$ cat config.mk
export PLATFORM = sky130hd
export DESIGN_NAME = regseq_top
export DESIGN_NICKNAME = d
export VERILOG_FILES = /design/src/rtl/regseq_pkg.sv /design/src/rtl/regseq_thermal.sv /design/src/rtl/regseq_ramp.sv /design/src/rtl/regseq_byp_guard.sv /design/src/rtl/regseq_top.sv
export SDC_FILE = /design/constraint.sdc
export NUM_CORES = 1
export LEC_CHECK = 0
export BUFFER_PORTS_ARGS = -buffer_cell sky130_fd_sc_hd__buf_2
export CAP_MARGIN = 20
export CORE_MARGIN = 2
export CORE_UTILIZATION = 50
export DETAILED_ROUTE_END_ITERATION = 10
export PLACE_DENSITY = 0.75
export SLEW_MARGIN = 10
export SYNTH_ARGS = -nofsm -noshare
export SYNTH_HDL_FRONTEND = slang
export SYNTH_SLANG_ARGS = --single-unit
$ cat constraint.sdc
create_clock -name clk -period 4.6 [get_ports clk]
set_clock_uncertainty 0.2 [all_clocks]
set_input_delay 0.46 -clock clk [delete_from_list [all_inputs] [get_ports clk]]
set_output_delay 0.46 -clock clk [all_outputs]
set_load 0.01 [all_outputs]
$ cat src/rtl/regseq_pkg.sv
// Shared types and helpers for the regulator power-state sequencer.
// Assumes all timing is expressed as whole microseconds and a clock whose
// rate is an integer number of cycles per microsecond.
package regseq_pkg;

    typedef enum logic [2:0] {
        ST_OFF    = 3'd0,
        ST_SETTLE = 3'd1,
        ST_SSTART = 3'd2,
        ST_REGUL  = 3'd3,
        ST_BYPASS = 3'd4,
        ST_TSHUT  = 3'd5
    } seq_state_e;

    // Convert a duration in microseconds to clock cycles.
    function automatic int unsigned us_to_cyc(input int unsigned us,
                                              input int unsigned per_us);
        return us * per_us;
    endfunction

endpackage

$ cat src/rtl/regseq_thermal.sv
// Over-temperature flag with hysteresis.
// Sets when the temperature code reaches TRIP_C and clears only once it
// falls to CLEAR_C or below. Assumes CLEAR_C < TRIP_C and a code of 1 °C/LSB.
module regseq_thermal #(
    parameter int unsigned TEMP_W  = 8,
    parameter int unsigned TRIP_C  = 150,
    parameter int unsigned CLEAR_C = 115
) (
    input  logic              clk,
    input  logic              rst_n,
    input  logic [TEMP_W-1:0] temp_i,
    output logic              hot_o
);

    logic hot_q;

    // Hysteretic trip register: set at or above trip, clear at or below release.
    always_ff @(posedge clk) begin
        if (!rst_n) begin
            hot_q <= 1'b0;
        end else if (temp_i >= TEMP_W'(TRIP_C)) begin
            hot_q <= 1'b1;
        end else if (temp_i <= TEMP_W'(CLEAR_C)) begin
            hot_q <= 1'b0;
        end
    end

    assign hot_o = hot_q;

endmodule

$ cat src/rtl/regseq_ramp.sv
// Soft-start reference ramp generator.
// While run_i is high the code steps up by one every FAST_DIV cycles, or
// every SLOW_DIV cycles once a crossover has been seen in this ramp; the
// slow rate is latched until clr_i. The code saturates at REF_FINAL and holds
// whenever neither run_i nor clr_i is set. Assumes SLOW_DIV >= FAST_DIV >= 1.
module regseq_ramp #(
    parameter int unsigned REF_W     = 8,
    parameter int unsigned REF_FINAL = 200,
    parameter int unsigned FAST_DIV  = 2,
    parameter int unsigned SLOW_DIV  = 8
) (
    input  logic             clk,
    input  logic             rst_n,
    input  logic             run_i,
    input  logic             clr_i,
    input  logic             xover_i,
    output logic [REF_W-1:0] code_o,
    output logic             top_o
);

    localparam int unsigned DIV_W = $clog2(SLOW_DIV + 1);

    logic             slow_q;
    logic [DIV_W-1:0] div_q;
    logic [DIV_W-1:0] div_lim;
    logic [REF_W-1:0] code_q;
    logic             at_top;

    // Pick the step interval for the current ramp rate.
    always_comb begin
        div_lim = slow_q ? DIV_W'(SLOW_DIV - 1) : DIV_W'(FAST_DIV - 1);
        at_top  = (code_q == REF_W'(REF_FINAL));
    end

    // Ramp state: rate latch, step divider and reference code.
    always_ff @(posedge clk) begin
        if (!rst_n) begin
            slow_q <= 1'b0;
            div_q  <= '0;
            code_q <= '0;
        end else if (clr_i) begin
            slow_q <= 1'b0;
            div_q  <= '0;
            code_q <= '0;
        end else if (run_i) begin
            if (xover_i) begin
                slow_q <= 1'b1;
            end
            if (!at_top) begin
                if (div_q >= div_lim) begin
                    div_q  <= '0;
                    code_q <= code_q + 1'b1;
                end else begin
                    div_q <= div_q + 1'b1;
                end
            end
        end
    end

    assign code_o = code_q;
    assign top_o  = at_top;

endmodule

$ cat src/rtl/regseq_byp_guard.sv
// Bypass dwell and re-entry lockout timers.
// dwell_done_o rises once the block has been in bypass for MIN_CYC cycles.
// reentry_ok_o is low for LOCK_CYC cycles after the last bypass cycle, so a
// request held through the lockout enters bypass after exactly LOCK_CYC idle
// cycles. Assumes MIN_CYC >= 1 and LOCK_CYC >= 1.
module regseq_byp_guard #(
    parameter int unsigned MIN_CYC  = 800,
    parameter int unsigned LOCK_CYC = 1000
) (
    input  logic clk,
    input  logic rst_n,
    input  logic in_byp_i,
    output logic dwell_done_o,
    output logic reentry_ok_o
);

    localparam int unsigned DW_W = $clog2(MIN_CYC + 1);
    localparam int unsigned LK_W = $clog2(LOCK_CYC + 1);

    logic [DW_W-1:0] dwell_q;
    logic [LK_W-1:0] lock_q;

    // Dwell counter: counts bypass cycles, saturating at MIN_CYC-1.
    always_ff @(posedge clk) begin
        if (!rst_n) begin
            dwell_q <= '0;
        end else if (!in_byp_i) begin
            dwell_q <= '0;
        end else if (dwell_q != DW_W'(MIN_CYC - 1)) begin
            dwell_q <= dwell_q + 1'b1;
        end
    end

    // Lockout counter: reloaded during bypass, counts down afterwards.
    always_ff @(posedge clk) begin
        if (!rst_n) begin
            lock_q <= '0;
        end else if (in_byp_i) begin
            lock_q <= LK_W'(LOCK_CYC - 1);
        end else if (lock_q != '0) begin
            lock_q <= lock_q - 1'b1;
        end
    end

    assign dwell_done_o = in_byp_i && (dwell_q == DW_W'(MIN_CYC - 1));
    assign reentry_ok_o = (lock_q == '0);

endmodule

$ cat src/rtl/regseq_top.sv
// Regulator power-state sequencer, top level.
// A Moore state machine over off, settle, soft-start, regulate, forced bypass
// and thermal shutdown. Priority: enable low, then over-temperature, then
// undervoltage, then the normal sequence. Every fault recovery passes through
// settle. Assumes uv_i, en_i, byp_req_i and xover_i are synchronous to clk.
module regseq_top #(
    parameter int unsigned CLK_PER_US  = 1,
    parameter int unsigned SETTLE_US   = 1000,
    parameter int unsigned BYP_MIN_US  = 800,
    parameter int unsigned BYP_LOCK_US = 1000,
    parameter int unsigned TEMP_W      = 8,
    parameter int unsigned TRIP_C      = 150,
    parameter int unsigned CLEAR_C     = 115,
    parameter int unsigned REF_W       = 8,
    parameter int unsigned REF_FINAL   = 200,
    parameter int unsigned FAST_DIV    = 2,
    parameter int unsigned SLOW_DIV    = 8
) (
    input  logic              clk,
    input  logic              rst_n,
    input  logic              en_i,
    input  logic              byp_req_i,
    input  logic              uv_i,
    input  logic [TEMP_W-1:0] temp_i,
    input  logic              xover_i,
    output logic              conv_run_o,
    output logic              byp_sw_o,
    output logic              dis_en_o,
    output logic [REF_W-1:0]  ref_code_o
);

    import regseq_pkg::*;

    localparam int unsigned SETTLE_CYC   = us_to_cyc(SETTLE_US, CLK_PER_US);
    localparam int unsigned BYP_MIN_CYC  = us_to_cyc(BYP_MIN_US, CLK_PER_US);
    localparam int unsigned BYP_LOCK_CYC = us_to_cyc(BYP_LOCK_US, CLK_PER_US);
    localparam int unsigned SET_W        = $clog2(SETTLE_CYC + 1);

    seq_state_e       state_q;
    seq_state_e       state_d;
    logic [SET_W-1:0] settle_q;
    logic             hot_q;
    logic             ramp_top;
    logic             dwell_done;
    logic             reentry_ok;
    logic             in_byp;
    logic             ramp_run;
    logic             ramp_clr;

    regseq_thermal #(
        .TEMP_W (TEMP_W),
        .TRIP_C (TRIP_C),
        .CLEAR_C(CLEAR_C)
    ) u_thermal (
        .clk   (clk),
        .rst_n (rst_n),
        .temp_i(temp_i),
        .hot_o (hot_q)
    );

    regseq_ramp #(
        .REF_W    (REF_W),
        .REF_FINAL(REF_FINAL),
        .FAST_DIV (FAST_DIV),
        .SLOW_DIV (SLOW_DIV)
    ) u_ramp (
        .clk    (clk),
        .rst_n  (rst_n),
        .run_i  (ramp_run),
        .clr_i  (ramp_clr),
        .xover_i(xover_i),
        .code_o (ref_code_o),
        .top_o  (ramp_top)
    );

    regseq_byp_guard #(
        .MIN_CYC (BYP_MIN_CYC),
        .LOCK_CYC(BYP_LOCK_CYC)
    ) u_guard (
        .clk         (clk),
        .rst_n       (rst_n),
        .in_byp_i    (in_byp),
        .dwell_done_o(dwell_done),
        .reentry_ok_o(reentry_ok)
    );

    // Next-state logic with fault priority ahead of the normal sequence.
    always_comb begin
        state_d = state_q;
        if (!en_i) begin
            state_d = ST_OFF;
        end else if (hot_q) begin
            state_d = ST_TSHUT;
        end else if (uv_i) begin
            state_d = ST_SETTLE;
        end else begin
            case (state_q)
                ST_OFF:    state_d = ST_SETTLE;
                ST_SETTLE: if (settle_q == SET_W'(SETTLE_CYC - 1)) state_d = ST_SSTART;
                ST_SSTART: if (ramp_top) state_d = ST_REGUL;
                ST_REGUL:  if (byp_req_i && reentry_ok) state_d = ST_BYPASS;
                ST_BYPASS: if (!byp_req_i && dwell_done) state_d = ST_REGUL;
                ST_TSHUT:  state_d = ST_SETTLE;
                default:   state_d = ST_OFF;
            endcase
        end
    end

    // State register.
    always_ff @(posedge clk) begin
        if (!rst_n) begin
            state_q <= ST_OFF;
        end else begin
            state_q <= state_d;
        end
    end

    // Settle timer: counts fault-free cycles spent in settle.
    always_ff @(posedge clk) begin
        if (!rst_n) begin
            settle_q <= '0;
        end else if (state_q == ST_SETTLE && state_d == ST_SETTLE && !uv_i) begin
            settle_q <= settle_q + 1'b1;
        end else begin
            settle_q <= '0;
        end
    end

    // State decode for outputs and sub-block controls.
    always_comb begin
        in_byp     = (state_q == ST_BYPASS);
        ramp_run   = (state_q == ST_SSTART);
        ramp_clr   = (state_q == ST_OFF) || (state_q == ST_SETTLE) || (state_q == ST_TSHUT);
        conv_run_o = (state_q == ST_SSTART) || (state_q == ST_REGUL);
        byp_sw_o   = in_byp;
        dis_en_o   = (state_q == ST_OFF);
    end

endmodule

# Word-level counts from Yosys, hierarchy flattened
# Cells that the tools add are included.
[totals]
ff_bits = 47
memories = 0
latch_bits = 0
romBits = 0
ram_bits = 0
word_cells = 66
out_inout_bits = 11
[classes]
n_eq_ne = 10
muxes = 14
n_reduce_logical = 23
shift = 0
n_div = 0
n_mul = 0
n_addsub = 5
bitwise_logic = 2
magnitude_cmp = 3
[ops]
columns = ["operator", "count"]
rows = [
  ["$mux 3", 8],
  ["$add 10x1->10 const B", 2],
  ["$eq 10x10->1 const B", 2],
  ["$mux 10", 2],
  ["$pmux 3 s5", 1],
  ["$logic_not 10->1", 1],
  ["$ne 10x10->1 const B", 1],
  ["$reduce_bool 10->1", 1],
  ["$sub 10x1->10 const B", 1],
  ["$add 8x1->8 const B", 1],
  ["$eq 8x8->1 const B", 1],
  ["$ge 8x8->1 const B", 1],
  ["$le 8x7->1 const B", 1],
  ["$reduce_and 2->1", 4],
  ["$eq 3x1->1 const B", 2],
  ["$eq 3x2->1 const B", 2],
  ["$eq 3x3->1 const B", 2],
  ["$reduce_or 2->1", 3],
  ["$logic_and 1x1->1", 5],
  ["$add 4x1->4 const B", 1],
  ["$ge 4x4->1", 1],
  ["$mux 4", 1],
  ["$reduce_bool 2->1", 2],
  ["$logic_not 3->1", 1],
  ["5 further kinds", 10],
]

# Depth between registers and ports, before layout
# Gate-level depths: netlist (run 1).
[depth]
word_depth = 12
depth_mapped = 7
mapped_depth_nobuf = 6

# Modules after synthesis
# A second synthesis (run 1) with hierarchy kept.
[hier_totals]
cells_unflattened = 281
hier_area_um2 = 2483.6
[by_module_without_submodules]
columns = ["mod", "instances", "cells_each", "area_each_um2"]
rows = [
  ["regseq_byp_guard", 1, 112, 984.7],
  ["regseq_ramp", 1, 81, 724.4],
  ["regseq_top", 1, 82, 710.7],
  ["regseq_thermal", 1, 6, 63.8],
]

# Worst setup path before layout (run 1)
# OpenSTA, ideal clock, no wires.
[synth_timing]
path_kind = "register to register"
from = "register u_ramp.slow_q"
to = "register u_ramp.div_q[1]"
path_buffers = 1
setup_time_ps = 70
required_ps = 4330
synth_period_minus_slack_ps = 1924
t_arrival_ps = 1654
path_stages_with_launch = 8
path_slack_ps = 2676
path_cell_list = "dfxtp_1 > inv_1 > ha_1 > a21o_1 > a211oi_2 > clkbuf_1 > nand3_1 > a21oi_1"
[synth_via]
elab_chain_len = 3
[synth_rtl]
columns = ["item", "line_no", "source"]
rows = [
  ["start: declaration", "regseq_ramp.sv:23", "logic slow_q;"],
  ["start signal: assignment", "regseq_ramp.sv:38", "slow_q <= 1'b0;"],
  ["start signal: assignment", "regseq_ramp.sv:42", "slow_q <= 1'b0;"],
  ["start signal: assignment", "regseq_ramp.sv:47", "slow_q <= 1'b1;"],
  ["$mux 3", "regseq_ramp.sv:31", "div_lim = slow_q ? DIV_W'(SLOW_DIV - 1) : DIV_W'(FAST_DIV - 1);"],
  ["$ge 4x4->1", "regseq_ramp.sv:50", "if (div_q >= div_lim) begin"],
  ["$mux 4", "regseq_ramp.sv:50", ""],
  ["end signal: assignment", "regseq_ramp.sv:54", "div_q <= div_q + 1'b1;"],
  ["end: declaration", "regseq_ramp.sv:24", "logic [DIV_W-1:0] div_q;"],
]
# No other way between the ends.
# A chain may end at the register's enable or synchronous reset.

# Final worst setup path (run 1)
[layout_timing]
from = "register state_q[2]"
to = "output byp_sw_o"
[layout_via]
elab_chain_len = 1
[layout_rtl]
columns = ["item", "line_no", "source"]
rows = [
  ["start: declaration", "regseq_top.sv:39", "seq_state_e state_q;"],
  ["start signal: assignment", "regseq_top.sv:114", "state_q <= state_d;"],
  ["$eq 3x3->1", "regseq_top.sv:131", "in_byp = (state_q == ST_BYPASS);"],
  ["end: declaration", "regseq_top.sv:27", "output logic byp_sw_o,"],
]
# No other way between the ends.

==> results of run 1 <==
metal layers:
metal,up-vias,share of wire (%),track usage (%)
li1,1083,-,-
met2,60,47,30.31
met1,990,48,24.71
met3,9,4.4,4.016
met4,0,1.3,8.730
met5,-,0,0
worst max-delay path by stage:
stage / start / endpoint / slack, ps / cells after the start
final: state_q[2]$_SDFF_PN0_ / byp_sw_o / 2200 / 3
after global routing: state_q[2]$_SDFF_PN0_ / byp_sw_o / 2090 / 3
after CTS: state_q[2]$_SDFF_PN0_ / byp_sw_o / 2180 / 3
after detailed placement: u_ramp.slow_q$_SDFFE_PP0P_ / u_ramp.code_o[3]$_SDFFE_PP0P_ / 2360 / 6
after global placement: u_ramp.slow_q$_SDFFE_PP0P_ / u_ramp.code_o[4]$_SDFFE_PP0P_ / 2380 / 6
after floorplan: u_ramp.slow_q$_SDFFE_PP0P_ / u_ramp.div_q[1]$_SDFFE_PP0P_ / 2680 / 7
power groups by stage:
stage,clock network (W),logic (W),registers (W)
2_1_floorplan,0,0.000231,0.000478
3_3_place_gp,0,0.000265,0.000487
3_5_place_dp,0,0.000269,0.000489
4_1_cts,0.000361,0.000272,0.000480
5_1_grt,0.000374,0.000308,0.000487
6_report,0.000353,0.000275,0.000482
sequential cells by signal (all words and copies together), names as in the netlist:
name,cells
u_ramp.div_q,4
settle_q,10
state_q,3
u_ramp.slow_q,1
u_guard.dwell_q,10
u_thermal.hot_o,1
u_ramp.code_o,8
u_guard.lock_q,10
cells in the mapped netlist (6+ instances only):
cell	instances	area share (%)
a21oi_1	17	3.4
a311oi_1	8	2.8
dfxtp_1	47	37
ha_1	9	4.5
inv_1	11	1.6
nand2_1	17	2.5
nand3_1	13	2.6
nand4_1	8	2.0
nor2_1	31	4.6
nor3_1	7	1.4
o31ai_1	8	2.4
or4_1	6	1.8
xnor2_1	9	3.1
xor2_1	13	4.5
critical path, cell delays in order, from the launching register on:
cell     delay, ps
dfxtp_1        540
or3b_1         570
inv_2          180
buf_2          150
cell families (layout without fill, tap and decap cells):
| kind of cell | count (synthesis) | count (layout) | share of synthesized area, % |
|---|---|---|---|
| AOI/OAI and AO/OA | 65 | 65 | 19.54 |
| xor gates and xnor gates | 22 | 22 | 7.658 |
| and+or+nand+nor | 113 | 113 | 25.96 |
| muxes | 2 | 2 | 0.7957 |
| buffers and inverters | 23 | 44 | 4.176 |
| adders and majority gates | 9 | 9 | 4.475 |
| DFF | 47 | 47 | 37.39 |
final cells by class:
type | count | area [um2]
Tap cell | 67 | 83.83
Timing Repair Buffer | 24 | 122.6
Multi-Input combinational cell | 211 | 1470
Clock inverter | 2 | 60.06
Sequential cell | 47 | 940.9
Inverter | 12 | 45.04
Clock buffer | 6 | 72.57
Fill cell | 416 | 1991
through the flow:
stage | hold slack (ps) | setup WS (ps)
after floorplan | 221.5 | 2676
after global placement | 241.3 | 2384
after detailed placement | 261.5 | 2355
after CTS | 178.0 | 2179
after global routing | 191.9 | 2085
final | 181.3 | 2199
==> reports/qor.csv, run 1 <==
metric,value,unit
initial core utilization,52.58,%
placed insts,361,
Port Buffer Count,23,
Sequential Power Share,43.4,%
CTS Buf Count,5,
combinational group share of total power,24.8,%
switching power,0.0003285,W
Routed WL,4.934,mm
placed instance area,0.002663,mm2
Pwr Density,396.9,mW/mm2
hold crit path type,primary input to flop,
Tmin final,2401,ps
CTS tree,done,
Netlist cell types,57,
Switching Fraction,29.61,%
critical path required time,3940,ps
final count of negative-setup-slack endpoints,0,
die area,0.005616,mm2
Internal Pwr Total,0.0007810,W
global-route wire length before repair,8.411,mm
Vias,2142,
Post-Syn Instances,281,
Worst R2R Start,u_ramp.slow_q$_SDFFE_PP0P_,
Post-synth EDFFs,0,
status,"finished, final reports clean",
fmax,416.5,MHz
Finished Cell Area,0.002795,mm2
"reg-to-reg slack, setup",2350,ps
Ys Warns,0,
CTS Sinks,47,
"Slew Viols, Final",0,
Slew HR,39.19,%
TritonRoute pass-1 iters,4,
Crit. End Element,output port,
largest net degree at the start of global routing,17,
Die Span X,74.94,um
final setup TNS,0,ps
Setup Crit Path Kind,flop to output port,
syn nets,304,
worst hold stages,3,
post-route insts no fill,369,
Crit Reg-Reg Endpoint,u_ramp.code_o[3]$_SDFFE_PP0P_,
"commonest cells after routing, fill and taps aside","dfxtp_1, nor2_1, buf_2",
gr usage total,19.01,%
Placeable Area,0.004786,mm2
vias per inst,5.805,
IO Count,25,
CP max FO,9,
clock-pin slew on the worst setup and hold paths,90,ps
Max-cap violations,0,
Final Power,0.001109,W
Hold Fails Final Rpt,0,
CP Launch Type,flop,
"most common cell after layout, fill and taps aside",dfxtp_1,
DRT iter0 DRCs,70,
Worst Path Arrival,1740,ps
ANT cells,0,
chip height,74.94,um
global route total overflow,0,
min-delay src,xover_i,
Clock Tree Root,clkbuf_8,
Final nets,324,
Worst Hold End,u_ramp.slow_q$_SDFFE_PP0P_,
# H-tree levels,2,
vias in the first global route,1973,
share of layout cells above drive strength 1,14.57,%
PostCTS Resize Cnt,0,
path depth of the worst reg2reg path,6,
period utilization,52.20,%
peak supply drop,207.1,uV
#FFs+latches synth,47,
Skew-Pair Late Insertion Delay,300,ps
RSZ-0062 raised after global routing,no,
Post-CTS Setup Bufs,0,
worst-margin pin slew,906.0,ps
"Seq/Total Area, Yosys",37.39,%
Synth-to-Final Area Change,11.09,%
dpl hpwl,3.542,mm
Syn Area/Cell,8.954,um2
final core occ,58.41,%
GPL Wtd Cong,0.8211,
# DRC,0,
async set or reset register ratio after synthesis,0,%
P_leak,1.006,nW
Routed Antenna Nets,0,
Post-synth top flop,dfxtp_1,
mapped cell area,0.002516,mm2
num rows,25,
Longest Clk Path Bufs,2,
cts hold-fix bufs,0,
clock power share,31.8,%
DR WL/cell,13.37,um
initial antenna violation count,0,
Power figures use the tool's default switching activity.
==> run 2, diff against run 1 <==
clock period = 2.4 ns   (was 4.6 ns; I/O delays follow)
==> reports/qor.csv, run 2 (synthesis results as in run 1) <==
metric,value,unit
critical path required time,2430,ps
combinational group share of total power,28.4,%
Final nets,334,
Clock Tree Root,clkbuf_8,
vias in the first global route,1905,
CP Launch Type,flop,
Max-cap violations,0,
Vias,2136,
RSZ-0062 raised after global routing,no,
GPL Wtd Cong,0.8140,
vias per inst,5.651,
final setup margin,314.9,ps
DP Worst Slack,336.0,ps
num rows,25,
CTS tree,done,
Routed Antenna Nets,0,
Skew-Pair Late Insertion Delay,290,ps
"reg-to-reg slack, setup",310,ps
CTS Buf Count,5,
"most common cell after layout, fill and taps aside",dfxtp_1,
DR WL/cell,12.75,um
period utilization,86.88,%
Post-CTS Setup Bufs,0,
placed insts,368,
Tmin final,2085,ps
"Slew Viols, Final",0,
Longest Clk Path Bufs,2,
Crit. End Element,flop,
gr usage total,18.31,%
P_leak,1.032,nW
ANT cells,0,
clock power share,23.6,%
largest net degree at the start of global routing,17,
"commonest cells after routing, fill and taps aside","dfxtp_1, nor2_1, buf_2",
Die Span X,74.94,um
chip height,74.94,um
global route total overflow,0,
Switching Fraction,32.20,%
Placeable Area,0.004786,mm2
status,"finished, final reports clean",
IO Count,25,
share of layout cells above drive strength 1,16.40,%
Port Buffer Count,23,
Crit Reg-Reg Endpoint,u_ramp.code_o[4]$_SDFFE_PP0P_,
# DRC,0,
Setup Crit Path Kind,flop to flop,
worst hold stages,3,
CTS Sinks,47,
Top Registers,"settle_q x10, u_guard.dwell_q x10, u_guard.lock_q x10",
Hold Fails Final Rpt,0,
initial antenna violation count,0,
CP max FO,13,
Worst R2R Start,state_q[1]$_SDFF_PN0_,
Internal Pwr Total,0.001297,W
TritonRoute pass-1 iters,4,
cts hold-fix bufs,3,
post-route insts no fill,378,
Worst Hold End,state_q[1]$_SDFF_PN0_,
hold crit path type,primary input to flop,
PostCTS Resize Cnt,0,
clock-pin slew on the worst setup and hold paths,90,ps
final count of negative-setup-slack endpoints,0,
Pwr Density,676.7,mW/mm2
DRT iter0 DRCs,75,
# H-tree levels,2,
die area,0.005616,mm2
Sequential Power Share,48.1,%
initial core utilization,52.58,%
peak supply drop,373.7,uV
global-route wire length before repair,8.121,mm
path depth of the worst reg2reg path,5,
worst-margin pin slew,437.9,ps
Routed WL,4.819,mm
min-delay src,en_i,
final core occ,59.09,%
Worst Path Arrival,2120,ps
dpl hpwl,3.485,mm
Slew HR,70.58,%
switching power,0.0006163,W
final hold slack,20.57,ps
fmax,479.6,MHz
final setup TNS,0,ps
Synth-to-Final Area Change,12.38,%
run 2: worst max-delay path, cell delays in order (launching register included):
cell and delay, ps:
dfxtp_1 490, nor3b_4 390, o41ai_1 140, buf_4 200
or4_1 470, a21oi_1 140
run 2: worst max path at each step:
stage,from,end,depth (start not counted)
after global routing,u_guard.lock_q[0]$_SDFFE_PN0P_,settle_q[1]$_SDFF_PN0_,6
final,state_q[1]$_SDFF_PN0_,u_ramp.code_o[4]$_SDFFE_PP0P_,5
after global placement,state_q[1]$_SDFF_PN0_,u_ramp.code_o[3]$_SDFFE_PP0P_,5
after detailed placement,state_q[1]$_SDFF_PN0_,u_ramp.code_o[4]$_SDFFE_PP0P_,5
after floorplan,u_ramp.slow_q$_SDFFE_PP0P_,u_ramp.div_q[1]$_SDFFE_PP0P_,7
after CTS,state_q[1]$_SDFF_PN0_,u_ramp.code_o[4]$_SDFFE_PP0P_,5
run 2: area by class of cell:
class / count / area (um2)
clock buffers: 5 / 68.82
clock inverters: 2 / 13.76
fillers: 425 / 1958
inverters: 12 / 45.04
multi-input cells: 211 / 1470
flip-flops and latches: 47 / 940.9
well taps: 67 / 83.83
repair buffers: 34 / 205.2
run 2: metal layers:
layer | track usage (%) | vias to the layer above | wire, um
met3 | 2.811 | 5 | 143
met4 | 5.952 | 0 | 52
met1 | 23.90 | 998 | 2361
met2 | 30.99 | 29 | 2261
met5 | 0 | - | 0
li1 | - | 1104 | -
run 2: metrics by stage:
stage / power, W / instance area (um2)
after floorplan: 0.001359 / 2516
after CTS: 0.001930 / 2828
after global placement: 0.001456 / 2715
final: 0.001914 / 2828
after detailed placement: 0.001469 / 2715
after global routing: 0.002037 / 2828
run 2: power groups by stage:
| stage | sequential [W] | combinational, W | clock, W |
|---|---|---|---|
| after detailed placement | 0.000934 | 0.000535 | 0 |
| after CTS | 0.000917 | 0.000542 | 0.000471 |
| final | 0.000920 | 0.000543 | 0.000451 |
| after global placement | 0.000931 | 0.000524 | 0 |
| after floorplan | 0.000916 | 0.000443 | 0 |
| after global routing | 0.000929 | 0.000609 | 0.000499 |
